[src/rtl/rtc_pkg.sv]
package rtc_pkg;

    typedef enum logic [0:0] {
        ST_RUN  = 1'b0,
        ST_HALT = 1'b1
    } run_state_t;

    typedef enum logic [2:0] {
        RG_CTRL = 3'd0,
        RG_SEC  = 3'd1,
        RG_MIN  = 3'd2,
        RG_HOUR = 3'd3,
        RG_DAY  = 3'd4,
        RG_DATE = 3'd5,
        RG_MON  = 3'd6,
        RG_YEAR = 3'd7
    } reg_sel_t;

    typedef struct packed {
        logic [7:0] sec;
        logic [7:0] min;
        logic [7:0] hr;
        logic [7:0] date;
        logic [7:0] mon;
        logic [7:0] yr;
        logic [2:0] dow;
        logic       cent;
    } tod_t;

    // Next BCD value; caller guarantees the input is a legal BCD byte.
    function automatic logic [7:0] bcd_inc(input logic [7:0] v);
        if (v[3:0] >= 4'd9) return {v[7:4] + 4'd1, 4'd0};
        return {v[7:4], v[3:0] + 4'd1};
    endfunction

    // Both nibbles decimal and value within [lo, hi] (BCD order equals numeric order).
    function automatic logic bcd_in_range(input logic [7:0] v,
                                          input logic [7:0] lo,
                                          input logic [7:0] hi);
        return (v[3:0] <= 4'd9) && (v[7:4] <= 4'd9) && (v >= lo) && (v <= hi);
    endfunction

    function automatic logic [7:0] month_last(input logic [7:0] mon, input logic leap);
        case (mon)
            8'h02:                      return leap ? 8'h29 : 8'h28;
            8'h04, 8'h06, 8'h09, 8'h11: return 8'h30;
            default:                    return 8'h31;
        endcase
    endfunction

endpackage

[src/rtl/rtc_run_fsm.sv]
module rtc_run_fsm
    import rtc_pkg::*;
(
    input  logic clk,
    input  logic rst_n,
    input  logic sec_wr,
    input  logic halt_req,
    output logic running,
    output logic halted
);

    run_state_t state_q;
    run_state_t state_d;

    always_ff @(posedge clk) begin
        if (!rst_n) state_q <= ST_RUN;
        else        state_q <= state_d;
    end

    always_comb begin
        state_d = state_q;
        unique case (state_q)
            ST_RUN:  if (sec_wr && halt_req)  state_d = ST_HALT;  // HALT_SET
            ST_HALT: if (sec_wr && !halt_req) state_d = ST_RUN;   // RESUME
        endcase
    end

    always_comb begin
        running = (state_q == ST_RUN);
        halted  = (state_q == ST_HALT);
    end

endmodule

[src/rtl/rtc_tod_core.sv]
module rtc_tod_core
    import rtc_pkg::*;
#(
    parameter int BASE_YEAR = 2000
) (
    input  logic       clk,
    input  logic       rst_n,
    input  logic       tick_go,
    input  logic       wr_hit,
    input  reg_sel_t   wsel,
    input  logic [7:0] wdata,
    output tod_t       tod,
    output logic [7:0] ctrl
);

    localparam logic [1:0] LEAP_PHASE = 2'(BASE_YEAR % 4);
    localparam tod_t       TOD_RESET  = '{sec: 8'h00, min: 8'h00, hr: 8'h00,
                                          date: 8'h01, mon: 8'h01, yr: 8'h00,
                                          dow: 3'd0, cent: 1'b0};

    tod_t       tod_q, tod_d;
    logic [7:0] ctrl_q, ctrl_d;
    logic [6:0] yr_bin;
    logic       leap;
    logic [7:0] last_day;

    always_comb begin
        yr_bin   = 7'(tod_q.yr[7:4]) * 7'd10 + 7'(tod_q.yr[3:0]);
        leap     = ((yr_bin[1:0] + LEAP_PHASE) == 2'b00);
        last_day = month_last(tod_q.mon, leap);
    end

    always_comb begin
        tod_d  = tod_q;
        ctrl_d = ctrl_q;
        if (tick_go) begin
            if (tod_q.sec != 8'h59) tod_d.sec = bcd_inc(tod_q.sec);
            else begin
                tod_d.sec = 8'h00;
                if (tod_q.min != 8'h59) tod_d.min = bcd_inc(tod_q.min);
                else begin
                    tod_d.min = 8'h00;
                    if (tod_q.hr != 8'h23) tod_d.hr = bcd_inc(tod_q.hr);
                    else begin
                        tod_d.hr  = 8'h00;
                        tod_d.dow = (tod_q.dow >= 3'd6) ? 3'd0 : tod_q.dow + 3'd1;
                        if (tod_q.date < last_day) tod_d.date = bcd_inc(tod_q.date);
                        else begin
                            tod_d.date = 8'h01;
                            if (tod_q.mon != 8'h12) tod_d.mon = bcd_inc(tod_q.mon);
                            else begin
                                tod_d.mon = 8'h01;
                                if (tod_q.yr != 8'h99) tod_d.yr = bcd_inc(tod_q.yr);
                                else begin
                                    tod_d.yr   = 8'h00;
                                    tod_d.cent = ~tod_q.cent;
                                end
                            end
                        end
                    end
                end
            end
        end
        if (wr_hit) begin
            unique case (wsel)
                RG_CTRL: ctrl_d = (wdata & 8'h5F) | 8'h90;
                RG_SEC:  if (bcd_in_range({1'b0, wdata[6:0]}, 8'h00, 8'h59))
                             tod_d.sec = {1'b0, wdata[6:0]};
                RG_MIN:  if (bcd_in_range({1'b0, wdata[6:0]}, 8'h00, 8'h59))
                             tod_d.min = {1'b0, wdata[6:0]};
                RG_HOUR: if (bcd_in_range({2'b00, wdata[5:0]}, 8'h00, 8'h23))
                             tod_d.hr = {2'b00, wdata[5:0]};
                RG_DAY:  begin
                             tod_d.cent = wdata[6];
                             tod_d.dow  = wdata[2:0];
                         end
                RG_DATE: if (bcd_in_range({2'b00, wdata[5:0]}, 8'h01, 8'h31))
                             tod_d.date = {2'b00, wdata[5:0]};
                RG_MON:  if (bcd_in_range({3'b000, wdata[4:0]}, 8'h01, 8'h12))
                             tod_d.mon = {3'b000, wdata[4:0]};
                RG_YEAR: if (bcd_in_range(wdata, 8'h00, 8'h99))
                             tod_d.yr = wdata;
            endcase
        end
    end

    always_ff @(posedge clk) begin
        if (!rst_n) begin
            tod_q  <= TOD_RESET;
            ctrl_q <= 8'h00;
        end else begin
            tod_q  <= tod_d;
            ctrl_q <= ctrl_d;
        end
    end

    assign tod  = tod_q;
    assign ctrl = ctrl_q;

endmodule

[src/rtl/rtc_read_mux.sv]
module rtc_read_mux
    import rtc_pkg::*;
#(
    parameter int ADDR_W = 4
) (
    input  logic [ADDR_W-1:0] addr,
    input  tod_t              tod,
    input  logic [7:0]        ctrl,
    input  logic              halted,
    output logic [7:0]        rdata
);

    always_comb begin
        rdata = 8'h00;
        if (addr[ADDR_W-1:3] == '0) begin
            unique case (reg_sel_t'(addr[2:0]))
                RG_CTRL: rdata = ctrl;
                RG_SEC:  rdata = {halted, tod.sec[6:0]};
                RG_MIN:  rdata = tod.min;
                RG_HOUR: rdata = tod.hr;
                RG_DAY:  rdata = {1'b0, tod.cent, 3'b000, tod.dow};
                RG_DATE: rdata = tod.date;
                RG_MON:  rdata = tod.mon;
                RG_YEAR: rdata = tod.yr;
            endcase
        end
    end

endmodule

[src/rtl/bcd_rtc_regs.sv]
module bcd_rtc_regs
    import rtc_pkg::*;
#(
    parameter int ADDR_W    = 4,
    parameter int BASE_YEAR = 2000
) (
    input  logic              clk,
    input  logic              rst_n,
    input  logic              tick,
    input  logic              wr_en,
    input  logic [ADDR_W-1:0] addr,
    input  logic [7:0]        wdata,
    output logic [7:0]        rdata
);

    logic     in_map;
    logic     wr_hit;
    logic     sec_wr;
    logic     tick_go;
    logic     running;
    logic     halted;
    reg_sel_t wsel;
    tod_t     tod_q;
    logic [7:0] ctrl_q;

    always_comb begin
        in_map  = (addr[ADDR_W-1:3] == '0);
        wsel    = reg_sel_t'(addr[2:0]);
        wr_hit  = wr_en && in_map;
        sec_wr  = wr_hit && (wsel == RG_SEC);
        tick_go = tick && running && !wr_en;
    end

    rtc_run_fsm u_fsm (
        .clk      (clk),
        .rst_n    (rst_n),
        .sec_wr   (sec_wr),
        .halt_req (wdata[7]),
        .running  (running),
        .halted   (halted)
    );

    rtc_tod_core #(.BASE_YEAR(BASE_YEAR)) u_core (
        .clk     (clk),
        .rst_n   (rst_n),
        .tick_go (tick_go),
        .wr_hit  (wr_hit),
        .wsel    (wsel),
        .wdata   (wdata),
        .tod     (tod_q),
        .ctrl    (ctrl_q)
    );

    rtc_read_mux #(.ADDR_W(ADDR_W)) u_rd (
        .addr   (addr),
        .tod    (tod_q),
        .ctrl   (ctrl_q),
        .halted (halted),
        .rdata  (rdata)
    );

endmodule

[config.mk]
export PLATFORM = sky130hd
export DESIGN_NAME = bcd_rtc_regs
export DESIGN_NICKNAME = d
export VERILOG_FILES = /design/src/rtl/rtc_pkg.sv /design/src/rtl/rtc_run_fsm.sv /design/src/rtl/rtc_tod_core.sv /design/src/rtl/rtc_read_mux.sv /design/src/rtl/bcd_rtc_regs.sv
export SDC_FILE = /design/constraint.sdc
export NUM_CORES = 1
export LEC_CHECK = 0
export ABC_CLOCK_PERIOD_IN_PS = 5300
export CAP_MARGIN = 20
export CORE_MARGIN = 1
export CORE_UTILIZATION = 54
export DETAILED_ROUTE_END_ITERATION = 16
export GPL_TIMING_DRIVEN = 0
export PLACE_DENSITY = 0.76
export SYNTH_ARGS = -nofsm -noshare
export SYNTH_HDL_FRONTEND = slang
export SYNTH_SLANG_ARGS = --single-unit
[constraint.sdc]
create_clock -name clk -period 5.3 [get_ports clk]
set_clock_uncertainty 0.2 [all_clocks]
set_input_delay 0.53 -clock clk [delete_from_list [all_inputs] [get_ports clk]]
set_output_delay 0.53 -clock clk [all_outputs]
set_load 0.05 [all_outputs]
* After elaboration in Yosys (flattened, before gate mapping) *
Cells that the tools add are included.

cells by class
  $add $sub $neg = 14
  multiply operators = 1
  order comparisons = 20
  equal/unequal tests = 17
  mux-type cells = 82
  bitwise operators = 3
  reduce and logical (&&, ||, !) cells = 23

operators by type and width
  operator               number
  $mux W8                32
  $mux W52               2
  $pmux W8 S8            1
  $add A4 B1 Y4 const B  12
  $mux W44               1
  $mux W1                39
  $mux W36               1
  $mux W28               1
  $ge A4 B4 Y1 const B   6
  $logic_and A1 B1 Y1    17
  $eq A8 B3 Y1 const B   2
  $mux W16               1
  $ne A8 B7 Y1 const B   2
  $pmux W8 S2            1
  $eq A3 B3 Y1 const B   4
  $le A6 B6 Y1 const B   2
  $eq A8 B2 Y1 const B   1
  $eq A8 B4 Y1 const B   1
  $eq A8 B5 Y1 const B   1
  $ge A8 B1 Y1 const B   1
  $le A4 B4 Y1 const B   2
  $le A8 B8 Y1 const B   1
  $lt A8 B8 Y1           1
  $ne A8 B5 Y1 const B   1
  23 further kinds       27

storage, ports and cells
  bits in registers = 60
  bits of input ports = 16
  output and inout port bits = 8
  logic and storage cells = 170

* Longest topological paths before layout *
Gate-level depths: netlist (run 1).

  depth in word-level cells = 22
  gate-level depth with buffers = 14
  gate-level depth less buffers = 13

* Modules after synthesis *
From an unflattened synthesis (run 1), not the netlist that was laid out.

second synthesis, totals
  cell total of the unflattened synthesis = 581
  area total of the unflattened synthesis = 4628.2 µm²

modules (own cells, without submodules)
  module        times used  cells each  area each (µm²)  seq. area each (µm²)
  rtc_tod_core  1           480         3911.3           1161.1
  rtc_read_mux  1           92          645.6            0.0
  rtc_run_fsm   1           4           40.0             20.0
  bcd_rtc_regs  1           5           31.3             0.0

* Worst setup path before layout (run 1) *
No wires, ideal clock.

  path kind = input-to-output
  start = input addr[0]
  end = output rdata[2]
  arrival = 2537 ps
  required time = 4570 ps
  setup slack = 2033 ps
  cell stages on the path = 7
  path buffers = 1
  cells stage by stage = buf_1 inv_1 nor2_1 a22oi_1 a21oi_1 a221oi_1 nor3_1

between the ends
  word-level cells in the longest chain between the ends = 3
  elaborated cells between the ends (all ways) = 10
  those cells by class = 7 x eq/ne; 2 x mux; 1 x reduce/logical

ends and longest elaborated chain
  what                                        RTL line            text
  from (decl)                                 bcd_rtc_regs.sv:11  input logic [ADDR_W-1:0] addr,
  $eq A3 B3 Y1, or another cell as far along  rtc_read_mux.sv:16  unique case (reg_sel_t'(addr[2:0]))
  $pmux W8 S8 *                               rtc_read_mux.sv:16
  $mux W8 *                                   rtc_read_mux.sv:15  if (addr[ADDR_W-1:3] == '0) begin
  to (decl)                                   bcd_rtc_regs.sv:13  output logic [7:0] rdata

Every way passes the cells marked *; elsewhere a longest branch is shown, timed or not.

* Worst setup path after layout (run 1) *
  start = input addr[2]
  end = output rdata[7]

Same word-level chain as after synthesis.

==> results of run 1 <==
cells by family (layout without fill, tap and decap cells):
group           count (synthesis)  count (layout)  synth area share [%]
compound gates                162             162                  24.5
xor+xnor                       14              14                  2.73
simple gates                  222             222                  26.0
flops                          59              59                  26.3
mux                            16              16                  4.15
fa+ha+maj                      35              35                  9.76
buf+inv                        73             106                  6.50
area by class of cell:
class,instances,area (µm²)
plain buffers,36,153
clock buffers,11,141
clock inverters,5,52.6
fillers,725,2910
inverters,37,139
multi-input cells,449,3020
flip-flops and latches,59,1180
well taps,102,128
repair buffers,17,170
power by group through the flow:
stage | clock network, mW | logic (mW) | registers [mW]
5_1_grt | 0.442 | 0.125 | 0.458
4_1_cts | 0.421 | 0.114 | 0.457
3_3_place_gp | 0 | 0.112 | 0.467
6_report | 0.420 | 0.118 | 0.457
2_1_floorplan | 0 | 0.0736 | 0.464
3_5_place_dp | 0 | 0.113 | 0.467
per-layer routing:
metal / global-route usage [%] / share of wire [%] / up-vias
li1: - / - / 2205
met1: 44.1 / 41 / 2298
met2: 58.9 / 46 / 265
met3: 7.40 / 9.0 / 55
met4: 15.0 / 4.0 / 0
met5: 0 / 0 / -
metrics by stage:
| stage | setup WS [ps] | instances | util, % | cell area (µm²) | power, mW |
|---|---|---|---|---|---|
| 6_report | 1120 | 716 | 63.1 | 4980 | 0.995 |
| 5_1_grt | 942 | 716 | 63.1 | 4980 | 1.02 |
| 4_1_cts | 1190 | 716 | 63.1 | 4980 | 0.992 |
| 3_5_place_dp | 1200 | 700 | 60.7 | 4790 | 0.580 |
| 3_3_place_gp | 1150 | 700 | 60.7 | 4790 | 0.579 |
| 2_1_floorplan | 2030 | 581 | - | 4490 | 0.537 |
registers in the layout, indices dropped and copies added (netlist names), named ones only:
name and count:
u_core.tod 52, u_core.ctrl 6
Yosys cell counts, types with 4 or more instances:
| cell type | number |
|---|---|
| sky130_fd_sc_hd__a211oi_1 | 12 |
| sky130_fd_sc_hd__a21boi_0 | 4 |
| sky130_fd_sc_hd__a21oi_1 | 32 |
| sky130_fd_sc_hd__a221oi_1 | 9 |
| sky130_fd_sc_hd__a22oi_1 | 5 |
| sky130_fd_sc_hd__a31oi_1 | 12 |
| sky130_fd_sc_hd__and2_1 | 4 |
| sky130_fd_sc_hd__and3_1 | 7 |
| sky130_fd_sc_hd__clkbuf_1 | 31 |
| sky130_fd_sc_hd__dfxtp_1 | 59 |
| sky130_fd_sc_hd__ha_1 | 35 |
| sky130_fd_sc_hd__inv_1 | 37 |
| sky130_fd_sc_hd__mux2i_1 | 13 |
| sky130_fd_sc_hd__nand2_1 | 39 |
| sky130_fd_sc_hd__nand2b_1 | 5 |
| sky130_fd_sc_hd__nand3_1 | 19 |
| sky130_fd_sc_hd__nand3b_1 | 4 |
| sky130_fd_sc_hd__nand4_1 | 14 |
| sky130_fd_sc_hd__nor2_1 | 55 |
| sky130_fd_sc_hd__nor2b_1 | 8 |
| sky130_fd_sc_hd__nor3_1 | 25 |
| sky130_fd_sc_hd__nor3b_1 | 5 |
| sky130_fd_sc_hd__nor4_1 | 7 |
| sky130_fd_sc_hd__o211ai_1 | 4 |
| sky130_fd_sc_hd__o21ai_0 | 38 |
| sky130_fd_sc_hd__o221a_2 | 4 |
| sky130_fd_sc_hd__or2_2 | 4 |
| sky130_fd_sc_hd__or3_1 | 7 |
| sky130_fd_sc_hd__xnor2_1 | 7 |
| sky130_fd_sc_hd__xor2_1 | 7 |
worst max-delay path: cells and delay by family:
family,cells,cell delay [ps]
multiplexers,1,260
AO/OA/AOI/OAI,2,500
buffers and inverters,4,2080
AND/OR/NAND/NOR,1,80
path summary, 6_finish.rpt:
check	start	to	slack (ps)	depth (start not counted)
max	addr[2]	rdata[7]	1120	8
min	u_core.ctrl[4]$_SDFFE_PN0P_	u_core.ctrl[4]$_SDFFE_PN0P_	260	2
max reg2reg	u_core.tod[15]$_SDFF_PN0_	u_core.tod[22]$_SDFF_PN0_	1610	12
min reg2reg	u_core.ctrl[4]$_SDFFE_PN0P_	u_core.ctrl[4]$_SDFFE_PN0P_	260	2
==> impl_metrics.tcl, run 1 <==
set metrics [dict create \
    run_status "complete, no violations" \
    min-delay-path-class "reg2reg" \
    tritoncts "done" \
    globalRoute.totalOverflow 0 \
    clkLatencyLatePin_ps 350 \
    die_y_um 93.2 \
    finalWorstPathRequiredPeriod_ps 4180 \
    yosys_warnings 0 \
    die_width_um 93.2 \
    synth_nets 632 \
    routed_via_density 6.74 \
    insertedDiodeCount 0 \
    cts-resized-gates 0 \
    finalWirelength_um 15000 \
    ant_nets 0 \
    postSynthCellCount 581 \
    ios 24 \
    share_clk_of_total_power_pct 42.2 \
    syn_avg_cell_area_um2 7.72 \
    worst_setup_path_start_kind "input port" \
    yosys.cell_types.count 71 \
    clk_transition_reported_paths_ps 60 \
    critical_path_arrival_ps 3450 \
    synth_enable_flop_cells 0 \
    mappedNetlistArea_um2 4490 \
    worst_path_largest_cell_delay_ps 710 \
    grt_start_max_net_pins 11 \
    crit_fanout 10 \
    clk_root_buffer_cell "sky130_fd_sc_hd__clkbuf_8" \
    min_period_over_period_pct 78.8 \
    synth_ff_type "sky130_fd_sc_hd__dfxtp_1" \
    power-per-cell-area_nw_per_um2 200 \
    globalplace.congestion 1.02 \
    cts_max_path_buffers 2 \
    async_flop_share_pct 0 \
    maxCapViolations 0 \
    cts_made_buffers 9 \
    layout-drive-gt1-share_pct 6.35 \
    htree_levels 3 \
    clock_sinks 59 \
    netlist_top_cells_area "sky130_fd_sc_hd__dfxtp_1 26%, sky130_fd_sc_hd__ha_1 9.8%, sky130_fd_sc_hd__nor2_1 4.6%, sky130_fd_sc_hd__o21ai_0 4.2%, sky130_fd_sc_hd__a21oi_1 3.6%" \
    crit_chain "clkdlybuf4s50_1, clkbuf_1, clkbuf_1, mux2i_1, o21ai_0, a221oi_1, nor2_1, clkdlybuf4s50_1" \
    max-vdd-ir-drop_mv 0.199 \
    post-synth-top-area-cell "sky130_fd_sc_hd__dfxtp_1" \
    place.port_buffers 17 \
    ys_seq_area_share_pct 26.3 \
    layout.cells.most_common_list "59 x sky130_fd_sc_hd__dfxtp_1, 55 x sky130_fd_sc_hd__nor2_1, 39 x sky130_fd_sc_hd__nand2_1" \
    setup_violations 0 \
    post-synth-top-area-fraction_pct 26.3 \
    setup_tns_ps 0 \
    ctsHoldBuffers 0 \
    sw_ratio_pct 28.1 \
    average_wire_length_per_cell_after_detail_routing_um 21.0 \
    critical_path_class "in2out" \
    fp-row-count 32 \
    endpoint_kind "output pin" \
    fp.dieArea_um2 8680 \
    vias_in_the_first_global_route 4497 \
    most_common_cell_after_layout_fill_and_taps_aside "sky130_fd_sc_hd__dfxtp_1" \
    whs_ps 260 \
    p_comb_share_pct 11.8 \
    grt_pass1_wl_um 23300 \
    final_number_of_hold_violating_endpoints 0 \
    area_growth_syn_to_layout_pct 11.0 \
    power_switching_mw 0.280 \
    dpl.hpwl_um 11100 \
    relSlewSlack_pct 25.7 \
    slew_violations 0 \
    core_region_area_um2 7890 \
    intPower_mw 0.715 \
    power.static_leakage_nw 1.89 \
    drc_errors 0 \
    via_count 4823 \
    timing_worst_slew_pin_value_ps 1110 \
    drtIter0Drc 462 \
    initial_antenna_violation_count 0 \
    synth.ff_latch_count 59 \
    floorplan.initialDensity_pct 56.9 \
    clock.fmax_mhz 239 \
    cp_data_required_time_ps 4570 \
    final_net_count 660 \
    rsz_0062_raised_after_global_routing "no" \
    drt-pass1-iter-count 8 \
    globalRouteTotalUtil_pct 35.4 \
    power.sequential.fraction_pct 45.9 \
    timing.critical_path.slowest_stage_cell "sky130_fd_sc_hd__clkdlybuf4s50_1" \
    cts_setup_buffers 0 \
]
Power figures use the tool's default switching activity.
==> run 2, diff against run 1 <==
--- a/config.mk
+++ b/config.mk
@@ -5,13 +5,13 @@
 export SDC_FILE = /design/constraint.sdc
 export NUM_CORES = 1
 export LEC_CHECK = 0
-export ABC_CLOCK_PERIOD_IN_PS = 5300
+export ABC_CLOCK_PERIOD_IN_PS = 3400
 export CAP_MARGIN = 20
 export CORE_MARGIN = 1
 export CORE_UTILIZATION = 54
 export DETAILED_ROUTE_END_ITERATION = 16
 export GPL_TIMING_DRIVEN = 0
-export PLACE_DENSITY = 0.76
+export PLACE_DENSITY = 0.79
 export SYNTH_ARGS = -nofsm -noshare
 export SYNTH_HDL_FRONTEND = slang
 export SYNTH_SLANG_ARGS = --single-unit
==> constraint.sdc (replaced) <==
create_clock -name clk -period 3.4 [get_ports clk]
set_clock_uncertainty 0.2 [all_clocks]
set_input_delay 0.34 -clock clk [delete_from_list [all_inputs] [get_ports clk]]
set_output_delay 0.34 -clock clk [all_outputs]
set_load 0.05 [all_outputs]
==> run 2 against run 1 <==
Combinational power grew 57%. Die area unchanged. Worst hold slack got worse by 4.4 ps. Sequential power rose by 56%. Sequential share of layout area shrank 0.67 points. Via count grew 1.6%. Sequential cell count did not move. First-iteration DRC count rose by 72%. Non-clock buffer count increased by 2.
==> impl_metrics.tcl, run 2 (synthesis results as in run 1) <==
set metrics [dict create \
    clkLatencyLatePin_ps 360 \
    die_width_um 93.2 \
    min-delay-path-class "reg2reg" \
    grt_start_max_net_pins 11 \
    floorplan.initialDensity_pct 56.9 \
    power.total_mw 1.76 \
    final_number_of_hold_violating_endpoints 0 \
    crit_fanout 10 \
    run_status "complete, no violations" \
    critical_path_arrival_ps 2760 \
    tritoncts "done" \
    vias_in_the_first_global_route 4435 \
    drt-pass1-iter-count 8 \
    die_y_um 93.2 \
    critical_path_class "in2out" \
    clock.fmax_mhz 303 \
    slew_violations 0 \
    max-vdd-ir-drop_mv 0.213 \
    final_net_count 662 \
    cp_data_required_time_ps 2860 \
    relSlewSlack_pct 26.5 \
    seqCellArea_um2 1180 \
    fp-row-count 32 \
    initial_antenna_violation_count 0 \
    power.static_leakage_nw 2.02 \
    globalplace.congestion 0.982 \
    multi_input_combinational_cell_area_um2 3090 \
    insertedDiodeCount 0 \
    clk_transition_reported_paths_ps 60 \
    core_region_area_um2 7890 \
    drtIter0Drc 796 \
    globalRouteTotalUtil_pct 36.6 \
    place.port_buffers 17 \
    area_growth_syn_to_layout_pct 14.4 \
    layout-drive-gt1-share_pct 10.4 \
    clock_sinks 59 \
    grt_pass1_wl_um 24000 \
    power-per-cell-area_nw_per_um2 342 \
    design_area_um2 5130 \
    ios 24 \
    largest_register_ff_count 52 \
    routed_via_density 6.82 \
    worst_setup_path_start_kind "input port" \
    maxCapViolations 0 \
    finalWirelength_um 15400 \
    detailed_place.area_um2 4790 \
    via_count 4899 \
    layout.cells.most_common_list "57 x sky130_fd_sc_hd__dfxtp_1, 55 x sky130_fd_sc_hd__nor2_1, 38 x sky130_fd_sc_hd__nand2_1, 38 x sky130_fd_sc_hd__o21ai_0, 36 x sky130_fd_sc_hd__inv_1" \
    drc_errors 0 \
    ctsHoldBuffers 0 \
    fp.dieArea_um2 8680 \
    setup_violations 0 \
    layout.filler_cells 710 \
    dpl.hpwl_um 11000 \
    htree_levels 3 \
    endpoint_kind "output pin" \
    cts_max_path_buffers 2 \
    most_common_cell_after_layout_fill_and_taps_aside "sky130_fd_sc_hd__dfxtp_1" \
    average_wire_length_per_cell_after_detail_routing_um 21.4 \
    globalRoute.totalOverflow 0 \
    finalWorstPathRequiredPeriod_ps 3300 \
    clk_root_buffer_cell "sky130_fd_sc_hd__clkbuf_8" \
    cts_made_buffers 9 \
    min_period_over_period_pct 97.2 \
    ant_nets 0 \
    timing_worst_slew_pin_value_ps 1100 \
]
## run 2: cell types whose count changed in the layout (fill, tap and decap cells not counted), sizes merged
cell | previous run | this run
clkdlybuf4s50 | 17 | 10
buf | 5 | 7
clkinv | 3 | 1
dlygate4sd2 | 0 | 4
bufinv | 1 | 3
clkbuf | 42 | 44
dlymetal6s2s | 0 | 2
clkinvlp | 1 | 0
## run 2: power by group
group / switching [mW] / leakage (nW) / internal [mW]
clock: 0.311 / 0.133 / 0.546
sequential: 0.0136 / 0.476 / 0.699
combinational: 0.125 / 1.41 / 0.0601
total: 0.450 / 2.02 / 1.31
## run 2: final cells by class
class	count	share of cell area, %
Timing Repair Buffer	19	3.46
Tap cell	102	2.49
Buffer	36	3.09
Inverter	37	2.70
Clock buffer	12	3.22
Clock inverter	4	1.85
Sequential cell	59	23.1
Multi-Input combinational cell	449	60.1
## run 2: timing repair
action                     CTS  global route
setup buffers                1             0
setup endpoints to repair   28            26
resized for setup           10            26
pin swaps                    1             3
hold endpoints to repair     0             0
## run 2: metal layers
layer	track usage, %	share of wire, %	vias up
met2	55.8	44	348
met3	5.37	11	30
met5	0	0	-
met4	14.7	2.6	0
met1	51.8	42	2310
li1	-	-	2211
## run 2: per-stage QoR
step	util (%)	cells	setup WS, ps	hold WS (ps)	TNS (ps)
finish	65.1	718	95.0	256	0
global route	65.1	718	-9.52	260	-9.52
CTS	64.1	717	-17.4	239	-36.1
detailed placement	60.7	700	-381	244	-2970
global placement	60.7	700	-383	238	-2000
floorplan	-	581	343	226	0
## run 2: worst paths after layout
path,startpoint,cells after the start,slack (ps),end
max,addr[0],6,100,rdata[6]
min,u_core.ctrl[4]$_SDFFE_PN0P_,2,260,u_core.ctrl[4]$_SDFFE_PN0P_
max reg2reg,u_core.tod[16]$_SDFF_PN0_,11,150,u_core.tod[24]$_SDFF_PN0_
min reg2reg,u_core.ctrl[4]$_SDFFE_PN0P_,2,260,u_core.ctrl[4]$_SDFFE_PN0P_
## run 2: worst max-delay path: stages
cell	delay, ps
sky130_fd_sc_hd__clkdlybuf4s50_1	510
sky130_fd_sc_hd__buf_2	300
sky130_fd_sc_hd__mux4_2	600
sky130_fd_sc_hd__a21oi_1	210
sky130_fd_sc_hd__nor3_1	80
sky130_fd_sc_hd__clkdlybuf4s50_1	720
==> run 3, diff against run 2 <==
--- a/config.mk
+++ b/config.mk
@@ -7,11 +7,11 @@
 export LEC_CHECK = 0
 export ABC_CLOCK_PERIOD_IN_PS = 3400
 export CAP_MARGIN = 20
-export CORE_MARGIN = 1
-export CORE_UTILIZATION = 54
+export CELL_PAD_IN_SITES_DETAIL_PLACEMENT = 0
+export CELL_PAD_IN_SITES_GLOBAL_PLACEMENT = 1
+export CORE_UTILIZATION = 41
 export DETAILED_ROUTE_END_ITERATION = 16
-export GPL_TIMING_DRIVEN = 0
-export PLACE_DENSITY = 0.79
+export PLACE_DENSITY = 0.8
 export SYNTH_ARGS = -nofsm -noshare
 export SYNTH_HDL_FRONTEND = slang
 export SYNTH_SLANG_ARGS = --single-unit
==> run 3 against run 2 <==
Count of clock-buffer cells in the layout grew 1. Fmax is 1.9% higher. Core utilization fell by 15 points. Largest power group is now registers. Sequential share of layout area fell by 0.56 points. Setup slack better by 63 ps. Combinational power grew 12%. First-iteration DRC count decreased by 47%. Critical path depth up 7. Sequential cell count unchanged. Design area grew 2.4%. Clock power decreased by 28%.
==> impl_metrics.tcl, run 3 (synthesis results as in run 1) <==
set metrics [dict create \
    run_status "complete, no violations" \
    clock_sinks 59 \
    power-per-cell-area_nw_per_um2 293 \
    drt-pass1-iter-count 5 \
    setup_tns_ps 0 \
    initial_antenna_violation_count 0 \
    fp.dieArea_um2 11400 \
    crit_chain "inv_2, ha_1, o21ai_0, o21a_1, o21ai_0, nor2_1, ha_1, a211oi_1, and4_1, a21oi_1, nand2_1, or4_1, a31oi_1" \
    vias_in_the_first_global_route 4472 \
    drc_errors 0 \
    final_number_of_hold_violating_endpoints 0 \
    most_common_cell_after_layout_fill_and_taps_aside "sky130_fd_sc_hd__dfxtp_1" \
    timing.critical_path.buf_inv 1 \
    rsz_0062_raised_after_global_routing "no" \
    die_width_um 107 \
    top_usage_layer "met2" \
    ant_nets 0 \
    max-vdd-ir-drop_mv 0.159 \
    fp-row-count 37 \
    finalWirelength_um 16000 \
    cts_max_path_buffers 2 \
    setup_violations 0 \
    grt_pass1_wl_um 24900 \
    post-route-worst-setup-slack_ps 158 \
    slew_violations 0 \
    layout.cells.most_common_list "58 x sky130_fd_sc_hd__dfxtp_1, 55 x sky130_fd_sc_hd__nor2_1, 39 x sky130_fd_sc_hd__nand2_1" \
    grt_start_max_net_pins 26 \
    largest_register_ff_count 52 \
    instances_no_fill 753 \
    average_wire_length_per_cell_after_detail_routing_um 21.3 \
    layout-drive-gt1-share_pct 13.8 \
    detailedPlace.worstSlack_ps 115 \
    critical_path_arrival_ps 3330 \
    cts_made_buffers 9 \
    maxCapViolations 0 \
    timing_worst_slew_pin_value_ps 735 \
    worst_setup_path_start_kind "flop" \
    seqCellArea_um2 1180 \
    tritoncts "done" \
    area_growth_syn_to_layout_pct 17.1 \
    power.total_mw 1.54 \
    crit_fanout 7 \
    clk_root_buffer_cell "sky130_fd_sc_hd__clkbuf_8" \
    worst_path_largest_cell_delay_ps 540 \
    die_y_um 107 \
    min_period_over_period_pct 95.4 \
    critical_path_class "reg2reg" \
    global_route.usage.met1_pct 38.8 \
    multi_input_combinational_cell_area_um2 3050 \
    globalRouteTotalUtil_pct 29.1 \
    place.port_buffers 23 \
    routed_via_density 6.34 \
    grt_util_met3_pct 6.32 \
    globalRoute.totalOverflow 0 \
    drtIter0Drc 425 \
    cp_data_required_time_ps 3490 \
    clock.fmax_mhz 308 \
    ctsHoldBuffers 0 \
    clkLatencyLatePin_ps 360 \
    min-delay-path-class "reg2reg" \
    cp_top_family "simple AND/OR/NAND/NOR gates" \
    htree_levels 3 \
    via_count 4772 \
    placedCellCount 738 \
    layout.filler_cells 1069 \
    power.static_leakage_nw 2.07 \
    ios 24 \
    floorplan.initialDensity_pct 42.9 \
    whs_ps 265 \
    final_net_count 664 \
    core_region_area_um2 10500 \
    relSlewSlack_pct 50.9 \
    clk_transition_reported_paths_ps 70 \
    gr-usage-met2_pct 44.4 \
    dpl.hpwl_um 12000 \
    endpoint_kind "flop" \
    insertedDiodeCount 0 \
    timing.critical_path.slowest_stage_cell "sky130_fd_sc_hd__or4_1" \
    globalplace.congestion 0.952 \
    finalWorstPathRequiredPeriod_ps 3240 \
]
==> run 3: changes by cell type in the layout (fill, tap and decap cells not counted), moves of 2 or more <==
cell                              previous run  this run
sky130_fd_sc_hd__nor3_1                     22        24
sky130_fd_sc_hd__buf_12                      0         6
sky130_fd_sc_hd__clkbuf_2                    3         0
sky130_fd_sc_hd__bufinv_16                   3         0
sky130_fd_sc_hd__dlymetal6s2s_1              2         0
sky130_fd_sc_hd__dlygate4sd2_1               4         0
sky130_fd_sc_hd__buf_2                       3         0
sky130_fd_sc_hd__buf_4                       2        36
sky130_fd_sc_hd__clkdlybuf4s50_1            10        15
sky130_fd_sc_hd__buf_6                       2         0
sky130_fd_sc_hd__clkbuf_1                   29         1
==> run 3: power breakdown <==
part	switching, mW	internal (mW)
Clock	0.300	0.318
Combinational	0.126	0.0814
Sequential	0.0135	0.700
==> run 3: worst min-delay path, cell delays in order (launching register included) <==
cell and delay (ps):
sky130_fd_sc_hd__dfxtp_1 320, sky130_fd_sc_hd__inv_1 50, sky130_fd_sc_hd__a21oi_1 50
==> run 3: cell type report <==
type                            instances  area share [%]
Multi-Input combinational cell        449            57.9
Clock inverter                          2           0.190
Sequential cell                        59            22.5
Timing Repair Buffer                   57            10.3
Clock buffer                           13            3.21
Inverter                               37            2.64
Tap cell                              136            3.24
==> run 3: metrics by stage <==
step / area, µm² / util [%]
2_1_floorplan: 4490 / -
3_3_place_gp: 5050 / 48.2
3_5_place_dp: 5050 / 48.2
4_1_cts: 5230 / 49.9
5_1_grt: 5260 / 50.3
6_report: 5260 / 50.3
==> run 3: worst paths after layout <==
| kind | end | depth (start not counted) | from | slack [ps] |
|---|---|---|---|---|
| hold reg to reg | u_core.ctrl[4]$_SDFFE_PN0P_ | 2 | u_core.ctrl[4]$_SDFFE_PN0P_ | 260 |
| hold / removal | u_core.ctrl[4]$_SDFFE_PN0P_ | 2 | u_core.ctrl[4]$_SDFFE_PN0P_ | 260 |
| setup reg to reg | u_core.tod[5]$_SDFF_PN0_ | 13 | u_core.tod[13]$_SDFF_PN0_ | 160 |
| setup / recovery | u_core.tod[5]$_SDFF_PN0_ | 13 | u_core.tod[13]$_SDFF_PN0_ | 160 |
==> run 3: what timing repair did <==
item	4_1_cts	5_1_grt
buffers inserted	0	0
resized for setup	0	12
endpoints found under the setup margin	0	13
==> run 3: per-layer routing <==
layer	share of wire (%)	vias up
met5	0	-
met4	4.6	0
met3	8.8	69
met2	43	234
met1	44	2252
li1	-	2217
